## src/rtl/audclk_pkg.sv

```systemverilog
package audclk_pkg;
  localparam int SIZE_W = 2;
  localparam int BIT_W  = SIZE_W + 3;

  // index of the final bit in a slot of 8*(code+1) bits
  function automatic logic [BIT_W-1:0] last_bit_of(input logic [SIZE_W-1:0] code);
    return {code, 3'b111};
  endfunction
endpackage

```

## src/rtl/audclk_div.sv

```systemverilog
module audclk_div #(
  parameter int W = 6
) (
  input  logic         clk,
  input  logic         rst_n,
  input  logic         run,
  input  logic [W-1:0] div_code,
  output logic         tick,
  output logic         wrap,
  output logic         lvl
);
  logic [W-1:0] cnt;
  logic [W:0]   half;

  assign half = ({1'b0, div_code} + 1'b1) >> 1;
  assign tick = run && (cnt == '0);
  assign wrap = run && (cnt >= div_code);
  assign lvl  = run && ({1'b0, cnt} >= half);

  always_ff @(posedge clk or negedge rst_n) begin
    if (!rst_n)      cnt <= '0;
    else if (!run)   cnt <= '0;
    else if (wrap)   cnt <= '0;
    else             cnt <= cnt + 1'b1;
  end

  // R2 (and R1 for the master instance): the phase never passes the factor
  assert_cnt_bound_R2: assert property (@(posedge clk) disable iff (!rst_n)
    run |-> (cnt <= div_code));
endmodule

```

## src/rtl/audclk_frame.sv

```systemverilog
module audclk_frame import audclk_pkg::*; #(
  parameter int SLOT_CODE_W = 3
) (
  input  logic                   clk,
  input  logic                   rst_n,
  input  logic                   run,
  input  logic                   bit_wrap,
  input  logic [SIZE_W-1:0]      size_code,
  input  logic [SLOT_CODE_W-1:0] slot_code,
  output logic [BIT_W-1:0]       bit_idx,
  output logic [SLOT_CODE_W-1:0] slot_idx,
  output logic                   frame_end
);
  logic bit_last, slot_last;

  assign bit_last  = (bit_idx == last_bit_of(size_code));
  assign slot_last = (slot_idx == slot_code);
  assign frame_end = bit_wrap && bit_last && slot_last;

  always_ff @(posedge clk or negedge rst_n) begin
    if (!rst_n) begin
      bit_idx  <= '0;
      slot_idx <= '0;
    end else if (!run) begin
      bit_idx  <= '0;
      slot_idx <= '0;
    end else if (bit_wrap) begin
      if (bit_last) begin
        bit_idx  <= '0;
        slot_idx <= slot_last ? '0 : slot_idx + 1'b1;
      end else begin
        bit_idx  <= bit_idx + 1'b1;
      end
    end
  end

  assert_bit_bound_R4: assert property (@(posedge clk) disable iff (!rst_n)
    run |-> (bit_idx <= last_bit_of(size_code)));
  assert_slot_bound_R3: assert property (@(posedge clk) disable iff (!rst_n)
    run |-> (slot_idx <= slot_code));
endmodule

```

## src/rtl/audclk_unit.sv

```systemverilog
module audclk_unit import audclk_pkg::*; #(
  parameter int MCK_DIV_W   = 6,
  parameter int SCK_DIV_W   = 8,
  parameter int SLOT_CODE_W = 3
) (
  input  logic                   ref_clk,
  input  logic                   rst_n,
  input  logic                   enable,
  input  logic [MCK_DIV_W-1:0]   mck_div_code,
  input  logic [SCK_DIV_W-1:0]   sck_div_code,
  input  logic [SLOT_CODE_W-1:0] slot_cnt_code,
  input  logic [SIZE_W-1:0]      slot_size_code,
  output logic                   running,
  output logic                   mck_tick,
  output logic                   mck_clk,
  output logic                   sck_tick,
  output logic                   sck_clk,
  output logic                   fsync,
  output logic [SLOT_CODE_W-1:0] slot_idx,
  output logic [BIT_W-1:0]       bit_idx
);
  logic [MCK_DIV_W-1:0]   cfg_mck;
  logic [SCK_DIV_W-1:0]   cfg_sck;
  logic [SLOT_CODE_W-1:0] cfg_slots;
  logic [SIZE_W-1:0]      cfg_size;
  logic sck_wrap, mck_wrap, frame_end;

  // run control: start from idle, stop or reload only at a frame boundary
  always_ff @(posedge ref_clk or negedge rst_n) begin
    if (!rst_n) begin
      running   <= 1'b0;
      cfg_mck   <= '0;
      cfg_sck   <= '0;
      cfg_slots <= '0;
      cfg_size  <= '0;
    end else if (!running) begin
      if (enable) begin
        running   <= 1'b1;
        cfg_mck   <= mck_div_code;
        cfg_sck   <= sck_div_code;
        cfg_slots <= slot_cnt_code;
        cfg_size  <= slot_size_code;
      end
    end else if (frame_end) begin
      if (!enable) begin
        running <= 1'b0;
      end else begin
        cfg_sck   <= sck_div_code;
        cfg_slots <= slot_cnt_code;
        cfg_size  <= slot_size_code;
      end
    end
  end

  audclk_div #(.W(MCK_DIV_W)) u_mck (
    .clk(ref_clk), .rst_n(rst_n), .run(running), .div_code(cfg_mck),
    .tick(mck_tick), .wrap(mck_wrap), .lvl(mck_clk)
  );

  audclk_div #(.W(SCK_DIV_W)) u_sck (
    .clk(ref_clk), .rst_n(rst_n), .run(running), .div_code(cfg_sck),
    .tick(sck_tick), .wrap(sck_wrap), .lvl(sck_clk)
  );

  audclk_frame #(.SLOT_CODE_W(SLOT_CODE_W)) u_frame (
    .clk(ref_clk), .rst_n(rst_n), .run(running), .bit_wrap(sck_wrap),
    .size_code(cfg_size), .slot_code(cfg_slots),
    .bit_idx(bit_idx), .slot_idx(slot_idx), .frame_end(frame_end)
  );

  assign fsync = running && (slot_idx == '0);

  assert_start_on_enable_R6: assert property (@(posedge ref_clk) disable iff (!rst_n)
    $rose(running) |-> $past(enable));
  assert_stop_at_boundary_R7: assert property (@(posedge ref_clk) disable iff (!rst_n)
    $fell(running) |-> ($past(frame_end) && !$past(enable)));
  assert_fs_rise_on_bit_R5: assert property (@(posedge ref_clk) disable iff (!rst_n)
    $rose(fsync) |-> sck_tick);
  assert_fs_fall_on_bit_R5: assert property (@(posedge ref_clk) disable iff (!rst_n)
    ($fell(fsync) && running) |-> sck_tick);
  assert_mck_restart_R1: assert property (@(posedge ref_clk) disable iff (!rst_n)
    mck_wrap |=> (mck_tick || !running));
  assert_idle_quiet_R8: assert property (@(posedge ref_clk) disable iff (!rst_n)
    !running |-> (!mck_clk && !sck_clk && !fsync && slot_idx == '0 && bit_idx == '0));
endmodule

```

## config.mk

```make
export PLATFORM = sky130hd
export DESIGN_NAME = audclk_unit
export DESIGN_NICKNAME = d
export VERILOG_FILES = /design/src/rtl/audclk_pkg.sv /design/src/rtl/audclk_div.sv /design/src/rtl/audclk_frame.sv /design/src/rtl/audclk_unit.sv
export SDC_FILE = /design/constraint.sdc
export NUM_CORES = 1
export LEC_CHECK = 0
export BUFFER_PORTS_ARGS = -buffer_cell sky130_fd_sc_hd__clkbuf_2
export CAP_MARGIN = 20
export CORE_MARGIN = 1.5
export CORE_UTILIZATION = 30
export CTS_BUF_LIST = sky130_fd_sc_hd__clkbuf_8
export CTS_CLUSTER_SIZE = 12
export DETAILED_ROUTE_END_ITERATION = 10
export PLACE_DENSITY_LB_ADDON = 0.25
export SLEW_MARGIN = 20
export SYNTH_ARGS = -nofsm -noshare
export SYNTH_HDL_FRONTEND = slang
export SYNTH_HIERARCHICAL = 1
export SYNTH_SLANG_ARGS = --single-unit
export TNS_END_PERCENT = 5
```

## constraint.sdc

```tcl
create_clock -name ref_clk -period 3.65 [get_ports ref_clk]
set_input_delay 0.9125 -clock ref_clk [delete_from_list [all_inputs] [get_ports ref_clk]]
set_output_delay 0.9125 -clock ref_clk [all_outputs]
set_load 0.05 [all_outputs]
```

After elaboration in Yosys (flattened, before gate mapping)
Index checks and enable logic that the tools add are counted.

Register bits after elaboration: 42. Input port bits: 22. Output and inout bits: 14. Logic and storage cells: 62.

Add/subtract/negate cells: 6. Magnitude comparators: 4. Equal/unequal tests: 5. Muxes and demuxes: 23. Bitwise logic cells: 1. Reductions and logical operators: 14.

Operator list (number): 2-to-1 mux 8 bit (5); 2-to-1 mux 3 bit (7); greater-or-equal comparator 8 bit (2); 2-to-1 mux 5 bit (3); greater-or-equal comparator 6 bit (2); 2-to-1 mux 6 bit (2); adder 8 x 1 -> 9 bit (second input constant) (1); logical AND 1 bit (9); adder 8 x 1 -> 8 bit (second input constant) (1); zero test 8 bit (1); adder 6 x 1 -> 7 bit (second input constant) (1); adder 6 x 1 -> 6 bit (second input constant) (1); zero test 6 bit (1); 2-to-1 mux 2 bit (3); != test 2 x 1 -> 1 bit (second input constant) (3); adder 5 x 1 -> 5 bit (second input constant) (1); == test 5 bit (1); AND reduction 2 bit (2); adder 3 x 1 -> 3 bit (second input constant) (1); == test 3 bit (1); zero test 3 bit (1); 2-to-1 mux 1 bit (3); NOT 1 bit (1).

Logic depth before layout (Yosys ltp)
Gate-level depths: netlist (run 1).

Word-level depth: 6. Gate-level depth with buffers: 13. Mapped depth without buffers: 12.

Hierarchy
The synthesis (run 1) kept the hierarchy.

Modules (own cells, without submodules): audclk_div at u_sck (instances 1, cells an instance 96, area an instance 885.8 um^2, sequential area each 200.2 um^2); audclk_unit (instances 1, cells an instance 46, area an instance 804.5 um^2, sequential area each 500.5 um^2); audclk_div at u_mck (instances 1, cells an instance 72, area an instance 630.6 um^2, sequential area each 150.1 um^2); audclk_frame (instances 1, cells an instance 52, area an instance 524.3 um^2, sequential area each 200.2 um^2).

Least setup slack after synthesis (run 1)
Ideal clock, no wire load.

Path type: reg2out. Start point: reg running. End point: out fsync. Arrival: 2.515 ns. Data required time: 2.738 ns. Slack: 0.223 ns. Stages on the path, launching flop included: 2. Path buffers: 0. Path through: dfrtp_1 nor4b_1.

Cells in the longest elaborated chain, start to end: 1.

RTL lines: start: declaration (RTL line audclk_unit.sv:13) `output logic running,`; start signal: assignment (RTL line audclk_unit.sv:31) `running <= 1'b0;`; start signal: assignment (RTL line audclk_unit.sv:38) `running <= 1'b1;`; start signal: assignment (RTL line audclk_unit.sv:46) `running <= 1'b0;`; logical AND 1 bit (RTL line audclk_unit.sv:71) `assign fsync = running && (slot_idx == '0);`; end: declaration (RTL line audclk_unit.sv:18) `output logic fsync,`.

Every way passes these cells.

Worst setup path after layout (run 1)
Start point: reg cfg_sck[0]. End point: out sck_clk.

Cells in the longest elaborated chain, start to end: 3.

RTL lines: start: declaration (RTL line audclk_unit.sv:23) `logic [SCK_DIV_W-1:0] cfg_sck;`; start signal: assignment (RTL line audclk_unit.sv:40) `cfg_sck <= sck_div_code;`; start signal: assignment (RTL line audclk_unit.sv:48) `cfg_sck <= sck_div_code;`; adder 8 x 1 -> 9 bit (RTL line audclk_div.sv:15) `assign half = ({1'b0, div_code} + 1'b1) >> 1;`; greater-or-equal comparator 8 bit (RTL line audclk_div.sv:18) `assign lvl = run && ({1'b0, cnt} >= half);`; logical AND 1 bit (RTL line audclk_div.sv:18); end: declaration (RTL line audclk_unit.sv:17) `output logic sck_clk,`.

Every way passes these cells.

==> results.py, run 1 <==
metrics = {
    "run_status": {
        "run_status": "finished, final reports clean",
    },
    "floorplan": {
        "std_cell_rows": 35,
        "start_util": 0.308,
        "die_w_um": 100,
        "fp.dieArea_mm2": 0.0100,
        "fp.coreArea_mm2": 0.00920,
        "die_height_um": 100,
        "num_io_pins": 36,
    },
    "timing": {
        "tns_ps": 0,
        "drv_slew": 0,
        "period_share": 0.926,
        "fmax_mhz": 296,
        "hold_viol": 0,
        "rsz0062_at_grt": "false",
        "slew_headroom": 0.640,
        "clock_skew_ps": 7.24,
        "setup_viol": 0,
        "timing.final.crit_period_ps": 3380,
        "hold_ws_ps": 496,
        "worst_slew_pin_slew_ps": 541,
    },
    "setup_path": {
        "required_ps": 2740,
        "critPathKind": "flop to output pin",
        "worst_setup_path_start_kind": "flop",
        "arrival_ps": 2470,
        "critPathMaxFanout": 5,
        "critPathCaptureType": "output pin",
        "r2r_setup_slack_ps": 560,
    },
    "power_and_ir_drop": {
        "seqPwrFrac": 0.378,
        "swShare": 0.441,
        "share_comb_of_total_power": 0.484,
        "peakVddDrop_mv": 0.180,
        "clockPowerShare": 0.139,
        "powerDensity_mw_per_mm2": 608,
        "p_switching_uw": 862,
        "p_leak_nw": 1.57,
        "p_int_mw": 1.09,
        "finalPower_mw": 1.95,
    },
    "layout": {
        "fin_area_mm2": 0.00321,
        "nets": 362,
        "area_growth_syn_to_layout_pct": 13.4,
        "drive_above_1_share": 0.240,
        "num_antenna_cells": 0,
        "final.fill_count": 953,
    },
    "run": {
        "cap_violations": 0,
    },
    "cts": {
        "cts_tree": "done",
        "clk_pin_slew_ps": 80,
        "cts_made_buffers": 5,
        "cts-resized-gates": 0,
        "cts.path.max_buffers": 2,
        "clkSinkCount": 42,
        "cts_root_buf": "clkbuf_8",
        "post_cts_buffers": 0,
        "clock_latency_ps": 280,
        "hold_buffers": 0,
        "cts_max_level": 2,
    },
    "place": {
        "io_buffers": 35,
        "dpl_cell_area_mm2": 0.00314,
        "dp_hpwl_um": 4120,
        "gp_congestion": 0.758,
    },
    "drt": {
        "wl_per_cell_um": 13.0,
        "drc": 0,
        "drt-initial-drc-count": 33,
        "vias": 1947,
        "drtPass1Iterations": 3,
        "drt-vias-per-instance": 4.69,
        "routed_wl_um": 5380,
        "antenna_left": 0,
    },
    "global_route": {
        "grt_pass1_vias": 1963,
        "grt_max_degree": 43,
        "grt_usage": 0.116,
        "grt_pass1_wl_um": 9320,
        "antenna_found_initial": 0,
        "grt_remaining_overflow": 0,
    },
    "synth": {
        "synthesis.nets": 322,
        "avgSynthCellArea_um2": 10.7,
        "yosysWarnings": 6,
        "synthCells": 264,
        "netlist_area_mm2": 0.00283,
    },
    "hold_path": {
        "hp-class": "flop to flop",
    },
}
layout by cell type (no fill, tap or decap), types with 5 or more instances in the layout:
cell       n
dfrtp_1   42
nand2_1    7
xnor2_1   18
nand2b_1   6
mux2_2     9
ha_1      36
nand3_1   22
nor2_1    18
clkbuf_2  34
clkbuf_8   5
mux2_4    10
inv_1     23
a21oi_1    8
o21ai_0    5
and3_1     5
xor2_1     8
a21o_1     5
power by group through the flow:
| stage | Sequential [mW] | Combinational, mW | Clock (mW) |
|---|---|---|---|
| CTS | 0.741 | 0.958 | 0.296 |
| detailed placement | 0.749 | 0.951 | 0 |
| floorplan | 0.784 | 0.689 | 0 |
| global placement | 0.748 | 0.938 | 0 |
| global route | 0.762 | 1.07 | 0.315 |
| finish | 0.738 | 0.945 | 0.271 |
state kept, by name, summed over array words and instances (netlist names):
signal	count
u_sck/cnt	8
running	1
u_frame/bit_idx	5
u_mck/cnt	6
u_frame/slot_idx	3
cfg_slots	3
cfg_mck	6
cfg_sck	8
cfg_size	2
critical path, stage by stage (launching register included):
cell and delay [ps]:
dfrtp_1 420, and3_1 170, nand3_1 110, nor3_1 210, xnor2_1 150, ha_1 270
a21o_1 180, a21oi_1 170, o211ai_1 100, and3_1 170, clkbuf_2 230
per-stage QoR:
step / cells / util / setup WS, ps
after floorplan: 264 / - / 232
after global placement: 408 / 0.341 / 583
after detailed placement: 408 / 0.341 / 550
after CTS: 415 / 0.349 / 239
after global routing: 415 / 0.350 / 44.8
final: 415 / 0.350 / 270
per-layer routing:
metal  wire length [um]  track usage
met5                  0            0
met1               2740        0.158
met3                111       0.0188
met4                 49       0.0358
met2               2470        0.190
area by class of cell:
type,instances,area [um^2],share of cell area
sequential,42,1050,0.327
inverter,21,78.8,0.0245
multi-input combinational,198,1680,0.524
clock buffer,5,68.8,0.0214
clock inverter,2,7.51,0.00234
timing repair buffer,36,185,0.0576
tap,111,139,0.0432
path summary, 6_finish.rpt:
path,from,cells after the start,end
worst max-delay path,cfg_sck[0],10,sck_clk
worst min-delay path,u_mck/cnt[0],1,u_mck/cnt[0]
worst max register to register,cfg_sck[7],12,cfg_slots[0]
worst min register to register,u_mck/cnt[0],1,u_mck/cnt[0]
max in group asynchronous,rst_n,1,u_frame/bit_idx[1]
min in group asynchronous,rst_n,1,cfg_mck[0]
(Power assumes the default switching activity.)
==> inputs of run 2 (changes only) <==
BUFFER_PORTS_ARGS = unset   (was -buffer_cell sky130_fd_sc_hd__clkbuf_2)
CORE_MARGIN = 2   (was 1.5)
DONT_BUFFER_PORTS = 1   (was unset)
==> results.py, run 2 (synthesis gave the netlist of run 1 again) <==
metrics = {
    "run_status": {
        "run_status": "finished, final reports clean",
    },
    "timing": {
        "slew_headroom": 0.554,
        "rsz0062_at_grt": "false",
        "worst_slew_pin_slew_ps": 670,
        "tns_ps": 0,
        "drv_slew": 0,
        "clock_skew_ps": 12.9,
        "period_share": 0.929,
        "hold_viol": 0,
        "fmax_mhz": 295,
        "setup_viol": 0,
        "fin_ws_ps": 261,
        "timing.final.crit_period_ps": 3390,
    },
    "cts": {
        "clkSinkCount": 42,
        "post_cts_buffers": 0,
        "clk_pin_slew_ps": 100,
        "cts_made_buffers": 5,
        "hold_buffers": 0,
        "cts_root_buf": "clkbuf_8",
        "cts_max_level": 2,
        "cts-resized-gates": 0,
        "cts.path.max_buffers": 2,
        "clock_latency_ps": 300,
        "cts_tree": "done",
    },
    "global_route": {
        "grt_usage": 0.119,
        "grt_max_degree": 43,
        "grt_remaining_overflow": 0,
        "grt_pass1_wl_um": 9660,
        "antenna_found_initial": 0,
        "grt_pass1_vias": 1948,
    },
    "power_and_ir_drop": {
        "swShare": 0.418,
        "share_comb_of_total_power": 0.393,
        "seqPwrFrac": 0.396,
        "p_int_mw": 1.22,
        "powerDensity_mw_per_mm2": 672,
        "p_switching_uw": 879,
        "peakVddDrop_mv": 0.219,
        "clockPowerShare": 0.212,
        "p_leak_nw": 1.46,
    },
    "layout": {
        "final_common_cell": "dfrtp_1",
        "reg_top3": "cfg_sck x8, u_sck/cnt x8",
        "num_antenna_cells": 0,
        "final.fill_count": 935,
        "area_growth_syn_to_layout_pct": 10.3,
        "layout_common_cells": "dfrtp_1 (42), ha_1 (36), nand3_1 (22)",
        "drive_above_1_share": 0.165,
        "nets": 330,
    },
    "setup_path": {
        "slowest_delay_ps": 430,
        "required_ps": 2740,
        "critPathMaxFanout": 5,
        "path_common_cell": "and3_1",
        "arrival_ps": 2480,
        "path_cells": "and3_1 > nand3_1 > nor3_1 > xnor2_1 > ha_1 > a21o_1 > a21oi_1 > o211ai_1 > and3_1",
        "critPathKind": "flop to output pin",
        "critPathCaptureType": "output pin",
        "cp_slowest_cell": "dfrtp_1",
        "worst_setup_path_start_kind": "flop",
    },
    "place": {
        "dp_slack_ps": 568,
        "io_buffers": 0,
        "dp_hpwl_um": 4160,
        "gp_congestion": 0.786,
    },
    "drt": {
        "drc": 0,
        "routed_wl_um": 5630,
        "drtPass1Iterations": 4,
        "wl_per_cell_um": 14.7,
        "antenna_left": 0,
        "drt-vias-per-instance": 4.86,
        "drt-initial-drc-count": 55,
        "vias": 1868,
    },
    "floorplan": {
        "fp.dieArea_mm2": 0.0102,
        "start_util": 0.308,
        "die_height_um": 101,
        "fp.coreArea_mm2": 0.00920,
        "num_io_pins": 36,
        "die_w_um": 101,
        "std_cell_rows": 35,
    },
    "run": {
        "cap_violations": 0,
    },
    "hold_path": {
        "hp-class": "input port to asynchronous set/reset pin",
    },
}
==> run 2: power by group through the flow <==
stage	registers [mW]	clock network (mW)	logic, mW
final	0.831	0.444	0.825
after global routing	0.856	0.479	0.938
after CTS	0.834	0.462	0.838
after detailed placement	0.842	0	0.833
after global placement	0.843	0	0.822
after floorplan	0.784	0	0.689
==> run 2: routing by layer <==
| layer | routed length [um] | vias up | GRT usage | part of all wire |
|---|---|---|---|---|
| li1 | - | 945 | - | - |
| met1 | 2790 | 900 | 0.154 | 0.49 |
| met2 | 2610 | 21 | 0.196 | 0.46 |
| met3 | 187 | 2 | 0.0311 | 0.033 |
| met4 | 49 | 0 | 0.0374 | 0.0087 |
| met5 | 0 | - | 0 | 0 |
==> run 2: final timing paths <==
| kind | start | endpoint | slack (ps) | depth (start not counted) |
|---|---|---|---|---|
| max | cfg_sck[1] | sck_clk | 260 | 9 |
| min | rst_n | cfg_size[1] | 300 | 0 |
| max reg2reg | cfg_sck[6] | cfg_slots[0] | 560 | 12 |
| min reg2reg | u_mck/cnt[0] | u_mck/cnt[0] | 500 | 1 |
| max in group asynchronous | rst_n | u_sck/cnt[4] | 3240 | 0 |
| min in group ref_clk | u_mck/cnt[0] | u_mck/cnt[0] | 500 | 1 |
==> run 2: layout make-up <==
cell class / instances / area [um^2] / area share
inverter: 21 / 78.8 / 0.0252
sequential: 42 / 1050 / 0.336
tap: 111 / 139 / 0.0444
timing repair buffer: 4 / 30.0 / 0.00960
multi-input combinational: 198 / 1690 / 0.541
clock inverter: 3 / 68.8 / 0.0220
clock buffer: 5 / 68.8 / 0.0220
==> run 2: critical path, delay by kind of cell (launching register included) <==
family                   cells  cell delay [ps]
XOR/XNOR                     1              150
adder cells (fa/ha/maj)      1              260
AND/OR/NAND/NOR              4              850
AO/OA/AOI/OAI                3              480
flip-flops                   1              430
==> run 2: metrics by stage <==
step / util / instance area [um^2] / hold slack, ps / total power [mW] / std cells
3_5_place_dp: 0.325 / 2990 / 484 / 1.68 / 376
4_1_cts: 0.340 / 3130 / 279 / 2.13 / 384
3_3_place_gp: 0.325 / 2990 / 484 / 1.66 / 376
2_1_floorplan: - / 2830 / 454 / 1.47 / 264
5_1_grt: 0.340 / 3130 / 270 / 2.27 / 384
6_report: 0.340 / 3130 / 300 / 2.10 / 384
